==> config.mk <==
export PLATFORM = sky130hd
export DESIGN_NAME = iso_od_repeater
export DESIGN_NICKNAME = d
export VERILOG_FILES = /design/src/rtl/rep_pkg.sv /design/src/rtl/rep_delay_line.sv /design/src/rtl/rep_glitch_filter.sv /design/src/rtl/rep_b_ctrl.sv /design/src/rtl/iso_od_repeater.sv
export SDC_FILE = /design/constraint.sdc
export NUM_CORES = 1
export LEC_CHECK = 0
export BUFFER_PORTS_ARGS = -buffer_cell sky130_fd_sc_hd__clkbuf_2
export CAP_MARGIN = 20
export CORE_UTILIZATION = 52
export DETAILED_ROUTE_END_ITERATION = 7
export PLACE_DENSITY = 0.81
export SLEW_MARGIN = 30
export SYNTH_ARGS = -nofsm -noshare
export SYNTH_HDL_FRONTEND = slang
export SYNTH_HIERARCHICAL = 1
export SYNTH_SLANG_ARGS = --single-unit
==> constraint.sdc <==
create_clock -name clk -period 1.6 [get_ports clk]
set_clock_uncertainty 0.2 [all_clocks]
set_input_delay 0.08 -clock clk [delete_from_list [all_inputs] [get_ports clk]]
set_output_delay 0.08 -clock clk [all_outputs]
set_load 0.005 [all_outputs]
==> src/rtl/rep_pkg.sv <==
package rep_pkg;
    typedef enum logic [1:0] {
        ST_IDLE   = 2'd0,
        ST_HOLD   = 2'd1,
        ST_ECHO   = 2'd2,
        ST_FOLLOW = 2'd3
    } b_state_t;
endpackage

==> src/rtl/rep_delay_line.sv <==
// Fixed-length shift line, reset to the idle-high level. Used both as
// input synchronizer and as channel latency model.
module rep_delay_line #(
    parameter int DEPTH = 4
) (
    input  logic clk,
    input  logic rst_n,
    input  logic din,
    output logic dout
);
    logic [DEPTH-1:0] stage;

    for (genvar i = 0; i < DEPTH; i++) begin : g_stage
        if (i == 0) begin : g_first
            always_ff @(posedge clk or negedge rst_n) begin
                if (!rst_n) stage[0] <= 1'b1;
                else        stage[0] <= din;
            end
        end else begin : g_next
            always_ff @(posedge clk or negedge rst_n) begin
                if (!rst_n) stage[i] <= 1'b1;
                else        stage[i] <= stage[i-1];
            end
        end
    end

    assign dout = stage[DEPTH-1];
endmodule

==> src/rtl/rep_glitch_filter.sv <==
// Output follows input only after FILT_LEN consecutive differing samples.
module rep_glitch_filter #(
    parameter int FILT_LEN = 3
) (
    input  logic clk,
    input  logic rst_n,
    input  logic din,
    output logic dout
);
    localparam int CW = $clog2(FILT_LEN + 1);
    localparam logic [CW-1:0] LAST = CW'(FILT_LEN - 1);

    logic [CW-1:0] run;

    always_ff @(posedge clk or negedge rst_n) begin
        if (!rst_n) begin
            dout <= 1'b1;
            run  <= '0;
        end else if (din == dout) begin
            run <= '0;
        end else if (run == LAST) begin
            dout <= din;
            run  <= '0;
        end else begin
            run <= run + 1'b1;
        end
    end
endmodule

==> src/rtl/rep_b_ctrl.sv <==
// Side-B controller: hold latch, echo wait and follow of side-A lows.
module rep_b_ctrl
    import rep_pkg::*;
(
    input  logic     clk,
    input  logic     rst_n,
    input  logic     acc_low,   // filtered external low on side B
    input  logic     ab_low,    // side-A line state returned low
    output b_state_t state,
    output logic     b_pull,
    output logic     send_low
);
    always_ff @(posedge clk or negedge rst_n) begin
        if (!rst_n) begin
            state <= ST_IDLE;
        end else begin
            unique case (state)
                ST_IDLE: begin
                    if (acc_low)     state <= ST_HOLD;    // accept
                    else if (ab_low) state <= ST_FOLLOW;  // follow
                end
                ST_HOLD:   if (ab_low)  state <= ST_ECHO; // echo_back
                ST_ECHO:   if (!ab_low) state <= ST_IDLE; // a_release
                ST_FOLLOW: if (!ab_low) state <= ST_IDLE; // a_release
                default:   state <= ST_IDLE;
            endcase
        end
    end

    always_comb begin
        b_pull   = (state == ST_HOLD) || ab_low;
        send_low = (state == ST_HOLD) || acc_low;
    end
endmodule

==> src/rtl/iso_od_repeater.sv <==
module iso_od_repeater
    import rep_pkg::*;
#(
    parameter int SYNC_STAGES = 2,
    parameter int FILT_LEN    = 3,
    parameter int DLY_AB      = 4,
    parameter int DLY_BA      = 4
) (
    input  logic clk,
    input  logic rst_n,
    input  logic a_sda_in,
    input  logic a_scl_in,
    input  logic b_sda_in,
    output logic a_sda_pull,
    output logic b_sda_pull,
    output logic b_scl_pull
);
    logic a_sda_s, a_scl_s, b_sda_s, b_flt;
    logic ab_data, ab_scl, ba_data;
    logic acc_low, ab_low, send_low;
    b_state_t b_state;

    rep_delay_line #(.DEPTH(SYNC_STAGES)) u_sync_asda (
        .clk(clk), .rst_n(rst_n), .din(a_sda_in), .dout(a_sda_s));
    rep_delay_line #(.DEPTH(SYNC_STAGES)) u_sync_ascl (
        .clk(clk), .rst_n(rst_n), .din(a_scl_in), .dout(a_scl_s));
    rep_delay_line #(.DEPTH(SYNC_STAGES)) u_sync_bsda (
        .clk(clk), .rst_n(rst_n), .din(b_sda_in), .dout(b_sda_s));

    rep_glitch_filter #(.FILT_LEN(FILT_LEN)) u_filt_b (
        .clk(clk), .rst_n(rst_n), .din(b_sda_s), .dout(b_flt));

    rep_delay_line #(.DEPTH(DLY_AB)) u_chan_ab_sda (
        .clk(clk), .rst_n(rst_n), .din(a_sda_s), .dout(ab_data));
    rep_delay_line #(.DEPTH(DLY_AB)) u_chan_ab_scl (
        .clk(clk), .rst_n(rst_n), .din(a_scl_s), .dout(ab_scl));
    rep_delay_line #(.DEPTH(DLY_BA)) u_chan_ba_sda (
        .clk(clk), .rst_n(rst_n), .din(~send_low), .dout(ba_data));

    assign acc_low = ~b_flt;
    assign ab_low  = ~ab_data;

    rep_b_ctrl u_bctl (
        .clk(clk), .rst_n(rst_n), .acc_low(acc_low), .ab_low(ab_low),
        .state(b_state), .b_pull(b_sda_pull), .send_low(send_low));

    assign a_sda_pull = ~ba_data;
    assign b_scl_pull = ~ab_scl;
endmodule

==> impl_metrics.json <==
{
  "cp-startpoint": "u_chan_ab_sda/dout",
  "post-place-ws_ns": 0.443,
  "antenna_found_initial": 0,
  "holdWs_ns": 0.0589,
  "slew_viol_final": 0,
  "path_cells": "inv_1, nand2b_1, clkbuf_2",
  "slowest_delay_ns": 0.53,
  "setup.worst_path.start_class": "register",
  "ys_types": 14,
  "cts_setup_buffers": 0,
  "tightest_slew_ns": 0.505,
  "hold_class": "in2async",
  "die_y_microns": 39.2,
  "period_minus_slack_ns": 1.42,
  "power_w": 0.00127,
  "final_cell_mix": "dfstp_2, clkbuf_2, inv_1",
  "hold_buffers": 4,
  "hold_viol": 0,
  "path_depth": 3,
  "globalRouteOverflowTotal": 0,
  "worstPathRequired_ns": 1.32,
  "cp-end-kind": "output port",
  "final_cell_area_sq_um": 841,
  "insertion_delay_ns": 0.30,
  "finalSetupViolCount": 0,
  "r2r_start": "u_filt_b/dout",
  "grt_pass1_wl_mm": 1.41,
  "dpl_cell_area_sq_um": 774,
  "htreeDepth": 1,
  "final_nets": 63,
  "yosys_warnings": 6,
  "viasPerCell": 4.67,
  "area_growth_pct": 16.7,
  "path_class": "reg2out",
  "synthCells": 42,
  "final_antenna_net_count": 0,
  "maxCapViolations": 0,
  "leakage_nw": 0.375,
  "drt-initial-drc-count": 7,
  "grt_setup_unrepaired": "no",
  "fmax_ghz": 0.706,
  "cts_buffers": 3,
  "crit_path_top_delay_cell": "dfstp_2",
  "track_usage": 0.156,
  "drive_above_1_share": 0.544,
  "die_area_sq_um": 1540,
  "worstPathBufferInverterCount": 2,
  "die_width_microns": 39.2,
  "syn_area_sq_um": 721,
  "cts_max_path_buffers": 2,
  "clock_sinks": 23,
  "vias": 336,
  "cts_tree": "done",
  "ys_ff_latch": 23,
  "synth_fp_nets": 47,
  "syn_area_per_cell_sq_um": 17.2,
  "tns_ns": 0,
  "crit_fanout": 5,
  "arrival_ns": 1.14,
  "peakVddDrop_uv": 794,
  "setup_slack_ns": 0.185,
  "path_clk_slew_ns": 0.11,
  "ios": 8,
  "antenna_cells": 0,
  "yosysSeqAreaShare": 0.832,
  "grt_max_degree": 24,
  "start_util": 0.554,
  "status": "complete, no violations",
  "rows": 13,
  "io_buffer_count": 7,
  "wirelength_microns": 841,
  "core_area_sq_um": 1300,
  "post-route-period-util": 0.885,
  "place_hpwl_microns": 524,
  "crit_family": "flip-flops",
  "route.detailed.drc": 0,
  "wl_per_cell_microns": 11.7,
  "layout_commonest_cell": "dfstp_2",
  "gp_congestion": 0.615,
  "cts-root-buf": "clkbuf_4",
  "slew_headroom": 0.663,
  "grt_pass1_vias": 327,
  "firstDrtPassIters": 4,
  "cellPowerDensity_nw_per_um2": 1510,
  "cts_resized": 0,
  "worstRegToRegCells": 3
}
==> flip-flops by register name, indices dropped and copies added (netlist names) <==
name,flops
u_filt_b/dout,1
u_sync_bsda/stage,1
u_sync_asda/stage,1
u_chan_ab_scl/dout,1
u_bctl/state,2
u_sync_ascl/dout,1
u_chan_ba_sda/stage,3
u_chan_ab_sda/stage,3
u_sync_ascl/stage,1
u_chan_ab_sda/dout,1
u_chan_ab_scl/stage,3
u_filt_b/run,2
u_chan_ba_sda/dout,1
u_sync_bsda/dout,1
u_sync_asda/dout,1
==> path summary, 6_finish.rpt <==
| check | end | slack, ns |
|---|---|---|
| min reg2reg | u_chan_ab_sda/stage[2] | 0.16 |
| min in group clk | u_chan_ab_sda/stage[2] | 0.16 |
| max in group asynchronous | u_chan_ab_sda/stage[1] | 0.77 |
| max reg2reg | u_bctl/state[0] | 0.43 |
| max | b_sda_pull | 0.18 |
| min | u_bctl/state[1] | 0.06 |
==> layer usage <==
layer / up-vias / share of wire / GRT usage
met5: - / 0 / 0
li1: 164 / - / -
met2: 10 / 0.49 / 0.238
met3: 4 / 0.038 / 0.0520
met4: 0 / 0.017 / 0.103
met1: 158 / 0.45 / 0.187
==> power breakdown <==
group | leakage, nW | switching (W) | internal (W)
Sequential | 0.250 | 0.0000763 | 0.000749
Clock | 0.0150 | 0.000151 | 0.0000971
Combinational | 0.110 | 0.0000837 | 0.000109
==> cells in the mapped netlist (all sizes together) <==
library cell	n	share of area
nand3	1	0.0069
xnor2	1	0.012
mux2	1	0.021
a21o	1	0.010
dfstp	19	0.69
nor3b	1	0.010
nand2b	3	0.026
nor2	1	0.0052
dfrtp	4	0.14
nor2b	1	0.019
a21boi	1	0.010
a21oi	1	0.0069
nor3	2	0.014
inv	5	0.026
==> cells by family (layout without fill, tap and decap cells) <==
kind of cell | after synthesis | in the layout | synth area share
xor gates and xnor gates | 1 | 1 | 0.0122
muxes | 1 | 1 | 0.0208
AOI/OAI and AO/OA | 3 | 3 | 0.0278
and+or+nand+nor | 9 | 9 | 0.0816
buffers and inverters | 5 | 20 | 0.0260
DFF | 23 | 23 | 0.832
==> stage by stage <==
stage	std cells	utilization
5_1_grt	72	0.646
3_3_place_gp	64	0.595
6_report	72	0.646
4_1_cts	72	0.646
3_5_place_dp	64	0.595
2_1_floorplan	42	-
==> worst register-to-register path: cells and delay by family, from the launching register on <==
family	cells	cell delay [ns]
flops	1	0.57
simple gates	1	0.18
buf+inv	1	0.06
compound gates	1	0.06
==> final cells by class <==
| cell class | count | area, sq um |
|---|---|---|
| clock buffer | 4 | 26.3 |
| sequential | 23 | 599 |
| fill | 91 | 460 |
| inverter | 5 | 18.8 |
| multi-input combinational | 14 | 103 |
| timing repair buffer | 11 | 75.1 |
| tap | 15 | 18.8 |
(Power assumes the default switching activity.)
